### src/rtl/xip_pkg.sv
package xip_pkg;

    localparam int unsigned CTRL_W    = 32;
    localparam int unsigned WORD_W    = 32;
    localparam int unsigned SEQ_CNT_W = 6;

    typedef enum logic [1:0] {
        LINES_1 = 2'd0,
        LINES_2 = 2'd1,
        LINES_4 = 2'd2
    } lanes_e;

    typedef enum logic [1:0] {
        OPM_NORMAL = 2'd0,
        OPM_READ   = 2'd1,
        OPM_WRITE  = 2'd2,
        OPM_USER   = 2'd3
    } opmode_e;

    typedef enum logic [2:0] {
        SQ_IDLE,
        SQ_OPC,
        SQ_ADR,
        SQ_DUM,
        SQ_DAT,
        SQ_TAIL,
        SQ_RESP,
        SQ_GAP
    } seq_state_e;

    typedef struct packed {
        logic [7:0] opcode;
        logic [2:0] dummy;
        lanes_e     lanes;
        opmode_e    mode;
        logic       wide_addr;
    } rd_cfg_t;

    // Data phase width: quad has priority over dual.
    function automatic lanes_e lanes_from_ctrl(input logic [CTRL_W-1:0] c);
        if (c[30])      return LINES_4;
        else if (c[29]) return LINES_2;
        else            return LINES_1;
    endfunction

    // The dummy count is split: high bit at 14, low pair at 7:6.
    function automatic logic [2:0] dummy_from_ctrl(input logic [CTRL_W-1:0] c);
        return {c[14], c[7:6]};
    endfunction

    function automatic rd_cfg_t make_cfg(input logic [CTRL_W-1:0] c, input logic wide);
        rd_cfg_t r;
        r.opcode    = c[23:16];
        r.dummy     = dummy_from_ctrl(c);
        r.lanes     = lanes_from_ctrl(c);
        r.mode      = opmode_e'(c[1:0]);
        r.wide_addr = wide;
        return r;
    endfunction

    // Serial clocks needed for one 32-bit data word.
    function automatic logic [SEQ_CNT_W-1:0] data_cycles(input lanes_e l);
        case (l)
            LINES_4: return SEQ_CNT_W'(WORD_W / 4);
            LINES_2: return SEQ_CNT_W'(WORD_W / 2);
            default: return SEQ_CNT_W'(WORD_W);
        endcase
    endfunction

    function automatic logic [WORD_W-1:0] rx_merge(input logic [WORD_W-1:0] acc,
                                                   input logic [3:0] io,
                                                   input lanes_e l);
        case (l)
            LINES_4: return {acc[WORD_W-5:0], io[3:0]};
            LINES_2: return {acc[WORD_W-3:0], io[1:0]};
            default: return {acc[WORD_W-2:0], io[1]};
        endcase
    endfunction

    // First received byte ends up in the lowest lane.
    function automatic logic [WORD_W-1:0] lane_swap(input logic [WORD_W-1:0] w);
        logic [WORD_W-1:0] r;
        for (int b = 0; b < WORD_W / 8; b++) begin
            r[b*8 +: 8] = w[WORD_W-8-b*8 +: 8];
        end
        return r;
    endfunction

    function automatic logic [WORD_W-1:0] addr_align(input logic [31:0] off, input logic wide);
        return wide ? off : {off[23:0], 8'h00};
    endfunction

endpackage

### src/rtl/xip_cfg_decode.sv
module xip_cfg_decode
    import xip_pkg::*;
#(
    parameter int NUM_CS = 2,
    localparam int CS_W = $clog2(NUM_CS)
) (
    input  logic [NUM_CS*CTRL_W-1:0] ctrl_regs,
    input  logic [31:0]              addr_mode,
    input  logic [CS_W-1:0]          cs_sel,
    output rd_cfg_t                  cfg
);

    rd_cfg_t per_cs [NUM_CS];

    for (genvar g = 0; g < NUM_CS; g++) begin : g_cs
        // 4-byte addressing needs both bits of the pair for this select.
        assign per_cs[g] = make_cfg(ctrl_regs[g*CTRL_W +: CTRL_W],
                                    addr_mode[g] & addr_mode[g+4]);
    end

    assign cfg = per_cs[cs_sel];

    logic unused_cfg_bits;
    assign unused_cfg_bits = ^{ctrl_regs, addr_mode};

endmodule

### src/rtl/xip_shift.sv
module xip_shift
    import xip_pkg::*;
(
    input  logic              clk,
    input  logic              rst,
    input  logic              tx_load,
    input  logic [WORD_W-1:0] tx_load_val,
    input  logic              tx_shift,
    input  logic              rx_clear,
    input  logic              rx_capture,
    input  lanes_e            lanes,
    input  logic [3:0]        io_i,
    output logic              tx_bit,
    output logic [WORD_W-1:0] rx_word
);

    logic [WORD_W-1:0] tx_sh;
    logic [WORD_W-1:0] rx_sh;

    always_ff @(posedge clk) begin
        if (rst) begin
            tx_sh <= '0;
        end else if (tx_load) begin
            tx_sh <= tx_load_val;
        end else if (tx_shift) begin
            tx_sh <= {tx_sh[WORD_W-2:0], 1'b0};
        end
    end

    always_ff @(posedge clk) begin
        if (rst || rx_clear) begin
            rx_sh <= '0;
        end else if (rx_capture) begin
            rx_sh <= rx_merge(rx_sh, io_i, lanes);
        end
    end

    assign tx_bit  = tx_sh[WORD_W-1];
    assign rx_word = lane_swap(rx_sh);

endmodule

### src/rtl/xip_seq.sv
module xip_seq
    import xip_pkg::*;
#(
    parameter int NUM_CS = 2,
    localparam int CS_W = $clog2(NUM_CS)
) (
    input  logic              clk,
    input  logic              rst,
    input  logic              req_valid,
    input  logic [CS_W-1:0]   req_cs,
    input  logic [31:0]       req_off,
    input  rd_cfg_t           cfg,
    output logic              req_ready,
    output logic              sclk,
    output logic [NUM_CS-1:0] cs_n,
    output logic              oe0,
    output logic              tx_load,
    output logic [WORD_W-1:0] tx_load_val,
    output logic              tx_shift,
    output logic              rx_clear,
    output logic              rx_capture,
    output lanes_e            lanes
);

    seq_state_e           st;
    logic [SEQ_CNT_W-1:0] cnt;
    logic [2:0]           dummy_q;
    lanes_e               lanes_q;
    logic                 wide_q;
    logic [31:0]          off_q;

    logic accept;
    logic fetch;
    logic serial;
    logic last_fall;

    assign accept    = (st == SQ_IDLE) && req_valid;
    assign fetch     = accept && (cfg.mode == OPM_READ);
    assign serial    = (st == SQ_OPC) || (st == SQ_ADR) || (st == SQ_DUM) || (st == SQ_DAT);
    assign last_fall = serial && sclk && (cnt == SEQ_CNT_W'(1));

    always_ff @(posedge clk) begin
        if (rst) begin
            st      <= SQ_IDLE;
            sclk    <= 1'b0;
            cs_n    <= '1;
            oe0     <= 1'b0;
            cnt     <= '0;
            dummy_q <= '0;
            lanes_q <= LINES_1;
            wide_q  <= 1'b0;
            off_q   <= '0;
        end else begin
            case (st)
                SQ_IDLE: begin
                    if (accept) begin
                        dummy_q <= cfg.dummy;
                        lanes_q <= cfg.lanes;
                        wide_q  <= cfg.wide_addr;
                        off_q   <= req_off;
                        if (fetch) begin
                            cs_n <= ~(NUM_CS'(1) << req_cs);
                            oe0  <= 1'b1;
                            cnt  <= SEQ_CNT_W'(8);
                            st   <= SQ_OPC;
                        end else begin
                            st <= SQ_RESP;
                        end
                    end
                end
                SQ_OPC, SQ_ADR, SQ_DUM, SQ_DAT: begin
                    if (!sclk) begin
                        sclk <= 1'b1;
                    end else begin
                        sclk <= 1'b0;
                        if (cnt != SEQ_CNT_W'(1)) begin
                            cnt <= cnt - SEQ_CNT_W'(1);
                        end else begin
                            case (st)
                                SQ_OPC: begin
                                    cnt <= wide_q ? SEQ_CNT_W'(32) : SEQ_CNT_W'(24);
                                    st  <= SQ_ADR;
                                end
                                SQ_ADR: begin
                                    oe0 <= 1'b0;
                                    if (dummy_q != 3'd0) begin
                                        cnt <= SEQ_CNT_W'({dummy_q, 3'b000});
                                        st  <= SQ_DUM;
                                    end else begin
                                        cnt <= data_cycles(lanes_q);
                                        st  <= SQ_DAT;
                                    end
                                end
                                SQ_DUM: begin
                                    cnt <= data_cycles(lanes_q);
                                    st  <= SQ_DAT;
                                end
                                default: st <= SQ_TAIL;
                            endcase
                        end
                    end
                end
                SQ_TAIL: begin
                    cs_n <= '1;
                    st   <= SQ_RESP;
                end
                SQ_RESP: st <= SQ_GAP;
                default: st <= SQ_IDLE;
            endcase
        end
    end

    always_comb begin
        tx_load     = 1'b0;
        tx_load_val = '0;
        if (fetch) begin
            tx_load     = 1'b1;
            tx_load_val = {cfg.opcode, {(WORD_W-8){1'b0}}};
        end else if (last_fall && (st == SQ_OPC)) begin
            tx_load     = 1'b1;
            tx_load_val = addr_align(off_q, wide_q);
        end
    end

    assign tx_shift   = ((st == SQ_OPC) || (st == SQ_ADR)) && sclk && !last_fall;
    assign rx_clear   = accept;
    assign rx_capture = (st == SQ_DAT) && !sclk;
    assign req_ready  = (st == SQ_RESP);
    assign lanes      = lanes_q;

endmodule

### src/rtl/xip_read_engine.sv
module xip_read_engine
    import xip_pkg::*;
#(
    parameter int NUM_CS = 2,
    parameter int WIN_AW = 24,
    localparam int CS_W = $clog2(NUM_CS),
    localparam int BUS_AW = WIN_AW + CS_W
) (
    input  logic                     clk,
    input  logic                     rst,
    input  logic                     req_valid,
    input  logic [BUS_AW-1:0]        req_addr,
    output logic                     req_ready,
    output logic [WORD_W-1:0]        rsp_data,
    input  logic [NUM_CS*CTRL_W-1:0] ctrl_regs,
    input  logic [31:0]              addr_mode,
    output logic                     spi_sclk,
    output logic [NUM_CS-1:0]        spi_cs_n,
    output logic [3:0]               spi_io_o,
    output logic [3:0]               spi_io_oe,
    input  logic [3:0]               spi_io_i
);

    logic [CS_W-1:0]   cs_sel;
    logic [31:0]       off;
    rd_cfg_t           cfg;
    logic              oe0;
    logic              tx_load;
    logic [WORD_W-1:0] tx_load_val;
    logic              tx_shift;
    logic              rx_clear;
    logic              rx_capture;
    lanes_e            lanes;
    logic              tx_bit;

    assign cs_sel = req_addr[BUS_AW-1 -: CS_W];
    assign off    = 32'(req_addr[WIN_AW-1:0]);

    xip_cfg_decode #(.NUM_CS(NUM_CS)) u_cfg (
        .ctrl_regs (ctrl_regs),
        .addr_mode (addr_mode),
        .cs_sel    (cs_sel),
        .cfg       (cfg)
    );

    xip_seq #(.NUM_CS(NUM_CS)) u_seq (
        .clk         (clk),
        .rst         (rst),
        .req_valid   (req_valid),
        .req_cs      (cs_sel),
        .req_off     (off),
        .cfg         (cfg),
        .req_ready   (req_ready),
        .sclk        (spi_sclk),
        .cs_n        (spi_cs_n),
        .oe0         (oe0),
        .tx_load     (tx_load),
        .tx_load_val (tx_load_val),
        .tx_shift    (tx_shift),
        .rx_clear    (rx_clear),
        .rx_capture  (rx_capture),
        .lanes       (lanes)
    );

    xip_shift u_shift (
        .clk         (clk),
        .rst         (rst),
        .tx_load     (tx_load),
        .tx_load_val (tx_load_val),
        .tx_shift    (tx_shift),
        .rx_clear    (rx_clear),
        .rx_capture  (rx_capture),
        .lanes       (lanes),
        .io_i        (spi_io_i),
        .tx_bit      (tx_bit),
        .rx_word     (rsp_data)
    );

    // Command and address use io0 only.
    assign spi_io_o  = {3'b000, tx_bit};
    assign spi_io_oe = {3'b000, oe0};

endmodule

### config.mk
export PLATFORM = sky130hd
export DESIGN_NAME = xip_read_engine
export DESIGN_NICKNAME = d
export VERILOG_FILES = /design/src/rtl/xip_pkg.sv /design/src/rtl/xip_cfg_decode.sv /design/src/rtl/xip_shift.sv /design/src/rtl/xip_seq.sv /design/src/rtl/xip_read_engine.sv
export SDC_FILE = /design/constraint.sdc
export NUM_CORES = 1
export LEC_CHECK = 0
export ABC_AREA = 1
export CORE_ASPECT_RATIO = 2
export CORE_MARGIN = 1.5
export CORE_UTILIZATION = 53
export DETAILED_ROUTE_END_ITERATION = 10
export PLACE_DENSITY = 0.94
export SETUP_SLACK_MARGIN = 0.02
export SYNTH_ARGS = -nofsm -noshare
export SYNTH_HDL_FRONTEND = slang
export SYNTH_HIERARCHICAL = 1
export SYNTH_SLANG_ARGS = --single-unit
### constraint.sdc
create_clock -name clk -period 3.32 [get_ports clk]
set_input_delay 0.83 -clock clk [delete_from_list [all_inputs] [get_ports clk]]
set_output_delay 0.83 -clock clk [all_outputs]
set_load 0.05 [all_outputs]
# Word level (Yosys, flattened, before mapping)
# Cells that the tools add are included.
# W data, S select, Z words.
[totals]
mem_bits_rw = 0
latch_bits = 0
romBits = 0
elab_cells = 101
n_memories = 0
reg_bits = 107
[op_classes]
div = 0
muxes = 41
n_mul = 0
bitwise = 4
eq_ne = 17
addsub = 1
reduce_logical = 25
shift = 1
magnitude_cmp = 1
[op_table]
columns = ["op", "count"]
rows = [
  ["$mux W32", 5],
  ["$pmux W32 S2", 1],
  ["$mux W16", 3],
  ["$mux W6", 6],
  ["$pmux W6 S2", 2],
  ["$pmux W6 S3", 1],
  ["$mux W3", 5],
  ["$pmux W3 S4", 1],
  ["$mux W1", 10],
  ["$eq A3 B3 Y1 const B", 3],
  ["$pmux W3 S3", 1],
  ["$logic_and A1 B1 Y1", 8],
  ["$mux W2", 4],
  ["$ne A2 B1 Y1 const B", 4],
  ["$eq A3 B2 Y1 const B", 2],
  ["$eq A6 B1 Y1 const B", 1],
  ["$ne A6 B1 Y1 const B", 1],
  ["$reduce_and A3 Y1", 2],
  ["$reduce_and A6 Y1", 1],
  ["$reduce_bool A2 Y1", 3],
  ["$sub A6 B1 Y6 const B", 1],
  ["$ne A5 B1 Y1 const B", 1],
  ["$reduce_and A5 Y1", 1],
  ["$eq A2 B1 Y1 const B", 2],
  ["other kinds (16)", 21],
]

# Logic depth before layout (Yosys ltp)
[logic_depth]
depth_word = 10
depth_mapped = 16

# Modules after synthesis
# The synthesis kept the hierarchy.
[modules_own_cells]
columns = ["mod", "cells_each", "area_per_inst_um2", "instances"]
rows = [
  ["xip_shift", 527, 3314.4, 1],
  ["xip_seq", 414, 2812.7, 1],
  ["xip_cfg_decode", 53, 251.5, 1],
  ["xip_read_engine", 9, 63.8, 1],
]

# Worst setup path after synthesis
# OpenSTA, ideal clock, no wires.
[synth_timing]
path_type = "input to register"
from = "input port req_addr[24]"
to = "register u_shift.tx_sh[10]"
setup_slack_ns = 1.187
t_required_ns = 3.210
arrival_ns = 2.023
path_buffers = 4
cell_stages = 15
setup_time_ns = 0.110
path_cell_list = "buf_6 > inv_6 > buf_12 > nand2_2 > nand2_1 > inv_1 > nand3_2 > nand2_1 > buf_6 > inv_1 > buf_4 > nand3_1 > nand3_1 > nand2_1 > inv_1"
[synth_rtl]
columns = ["item", "line_no", "text"]
rows = [
  ["start, declared", "xip_read_engine.sv:12", "input logic [BUS_AW-1:0] req_addr,"],
  ["end signal, assigned", "xip_shift.sv:24", "tx_sh <= tx_load_val;"],
  ["end signal, assigned", "xip_shift.sv:26", "tx_sh <= {tx_sh[WORD_W-2:0], 1'b0};"],
  ["end, declared", "xip_shift.sv:17", "logic [WORD_W-1:0] tx_sh;"],
]

# Final worst setup path
[layout_timing]
from = "register u_seq.st[2]"
to = "output port req_ready"
[layout_via]
elab_chain_cells = 1
[layout_lines]
columns = ["item", "line_no", "text"]
rows = [
  ["start, declared", "xip_seq.sv:25", "seq_state_e st;"],
  ["start signal, assigned", "xip_seq.sv:44", "st <= SQ_IDLE;"],
  ["start signal, assigned", "xip_seq.sv:65", "st <= SQ_OPC;"],
  ["start signal, assigned", "xip_seq.sv:67", "st <= SQ_RESP;"],
  ["$eq A3 B3 Y1", "xip_seq.sv:128", "assign req_ready = (st == SQ_RESP);"],
  ["end, declared", "xip_read_engine.sv:13", "output logic req_ready,"],
]
# No other way between the ends.

==> results.toml <==
[outcome]
outcome = "complete, no violations"

[critical_path]
r2r_slack_ps = 710
crit_fanout = 10
worst_path_max_delay_cell = "clkdlybuf4s50_1"
cp-start-kind = "flop"
critPathKind = "reg -> out"
worst_ep_arrival_time_ps = 2090
path_buf_inv = 1
critPathCaptureType = "output pin"
cp_cell_sequence = "nand2_1 -> nor2_1 -> clkdlybuf4s50_1"
cp_top_family = "buffers and inverters"
cp.required_ps = 2490
max_stage_delay_ps = 830

[power]
pwr-share-clk_pct = 30.3
power.internal_mw = 3.535
max-vdd-ir-drop_mv = 0.6226
p_comb_share_pct = 38.9
power_switching_share_pct = 42.94
seqPwrFrac_pct = 30.8
total_power_mw = 6.195
p_leak_nw = 3.615
switching_power_mw = 2.660
power_density_mw_per_mm2 = 772.6

[global_route]
grt_first_pass_wirelength_um = 30280
grt.overflow.total = 0
grt_start_max_net_pins = 73
grt_pass1_vias = 6499
track_usage_pct = 29.90
antenna_found_initial = 0

[clock_network]
clk_latency_ps = 420
path_clk_slew_ps = 60
ctsHtreeMaxLevel = 4
post-cts-setup-buffer-count = 0
clockRootBuffer = "clkbuf_16"
cts_buffers = 17
cts_tree = "yes"
hold_buffers = 0
clkSinkCount = 115
cts_resized = 0
clk_path_buf_depth = 2

[die]
die_area_mm2 = 0.01287
die_h_um = 158.9
rows = 56
io_pins = 172
start_util_pct = 54.73
fp.dieW_um = 80.96
core_area_mm2 = 0.01177

[timing]
worst_slew_pin_slew_ps = 1200
hold_viol = 0
rsz0062_at_grt = "false"
timing.slew.headroom_pct = 20.03
skew_ps = 8.329
min_period_ps = 2923
tns_ps = 0
timing.final.crit_share_pct = 88.06
setup_violations = 0
max_freq_ghz = 0.3421
report.final.slew_viol_count = 0

[routing]
drtIter0Drc = 691
drt-pass1-iter-count = 6
drtAntennaViolNets = 0
drc = 0
routed_wl_um = 18790
drt-wirelength-per-cell_um = 15.14
vias_per_cell = 5.671
vias = 7038

[cells_and_area]
layout-drive-gt1-share_pct = 7.755
insertedDiodeCount = 0
final_util_pct = 68.11
fin_nets = 1217
area_growth_pct = 24.45
fillers = 920
mostFrequentLayoutCells = "nand2_1, a21oi_1, dfxtp_1"
final_common_cell = "nand2_1"

[yosys]
yosysSeqAreaShare_pct = 35.74
postSynthCellCount = 1003
synth.largest_area_cell = "dfxtp_1"
synth_top_area_share_pct = 35.74
syn_avg_cell_area_um2 = 6.423
yosys_warnings = 6
synth_area_leaders = "dfxtp_1, nand2_1, a21oi_1"
ys_ff_latch = 115
syn_area_mm2 = 0.006442
synth_cell_types = 28

[placed_design]
routabilityCongestion = 0.9215
post-dp-hpwl_um = 11850
port_buffers = 103

[run]
drv_cap = 0

[worst_hold_path]
min_path_type = "reg -> reg"
-- metrics by stage --
step                      cells  hold WS (ps)  area (µm²)  worst slack, ps
after floorplan            1016         429.3        6491             1187
after global placement     1209         438.6        7410            211.1
after detailed placement   1209         442.9        7410            204.9
after CTS                  1241         451.5        8018            430.3
after global routing       1241         477.2        8018            288.3
final                      1241         453.1        8018            396.5
-- layout make-up --
type,instances,area [µm²],share of cell area [%]
Multi-Input combinational cell,727,3369,42.03
Sequential cell,115,2303,28.73
Timing Repair Buffer,119,1164,14.51
Clock buffer,18,429.2,5.353
Inverter,103,391.6,4.885
Tap cell,145,181.4,2.263
Clock inverter,14,178.9,2.232
-- final timing paths --
path | startpoint | to | cells past startpoint
max | u_seq/st[2] | req_ready | 3
max reg2reg | u_seq/st[2] | u_shift/tx_sh[19] | 12
min | u_seq/off_q[27] | u_seq/off_q[27] | 2
min reg2reg | u_seq/off_q[27] | u_seq/off_q[27] | 2
-- tightest hold or removal path: cells and delay by family, from the launching register on --
family | cells | cell delay [ps]
AO/OA/AOI/OAI | 1 | 50
flip-flops | 1 | 290
buffers and inverters | 1 | 60
-- sequential cells by signal, summed over array words and instances (netlist names) --
register / cells
u_seq/cnt: 6
u_seq/cs_n: 2
u_seq/dummy_q: 3
u_seq/lanes: 2
u_seq/oe0: 1
u_seq/off_q: 32
u_seq/sclk: 1
u_seq/st: 3
u_seq/wide_q: 1
u_shift/rx_sh: 32
u_shift/tx_sh: 32
-- per-layer routing --
metal	up-vias	GRT usage (%)	share of wire [%]
li1	3350	-	-
met1	3157	30.86	34
met2	442	52.05	53
met3	89	7.759	8.0
met4	0	17.79	5.8
met5	-	0	0
-- cell usage after synthesis (all sizes together) --
| library cell | instances |
|---|---|
| ha | 6 |
| nor2 | 62 |
| a211oi | 16 |
| buf | 48 |
| o2111ai | 1 |
| nor2b | 1 |
| nor3 | 10 |
| nand3 | 75 |
| o21ai | 94 |
| dfxtp | 115 |
| xor2 | 1 |
| a21oi | 116 |
| nand4 | 1 |
| conb | 1 |
| clkbuf | 23 |
| nand2 | 330 |
| inv | 103 |
-- power by group through the flow --
stage               combinational (mW)  sequential (mW)  clock, mW
floorplan                         1.51             2.13          0
global placement                  2.25             1.91          0
detailed placement                2.31             1.92          0
CTS                               2.35             1.90       1.89
global route                      2.62             1.94       1.95
finish                            2.41             1.91       1.87
-- cell families (layout without fill, tap and decap cells) --
kind of cell,after synthesis,count (layout),synth area share [%]
AOI/OAI and AO/OA,227,227,19.56
xor gates and xnor gates,1,1,0.1360
adders and majority gates,6,6,1.165
buffers and inverters,174,254,12.72
DFF,115,115,35.74
other,1,14,0.05821
and+or+nand+nor,479,479,30.63
Note: power is estimated with default switching activity, not from simulation.
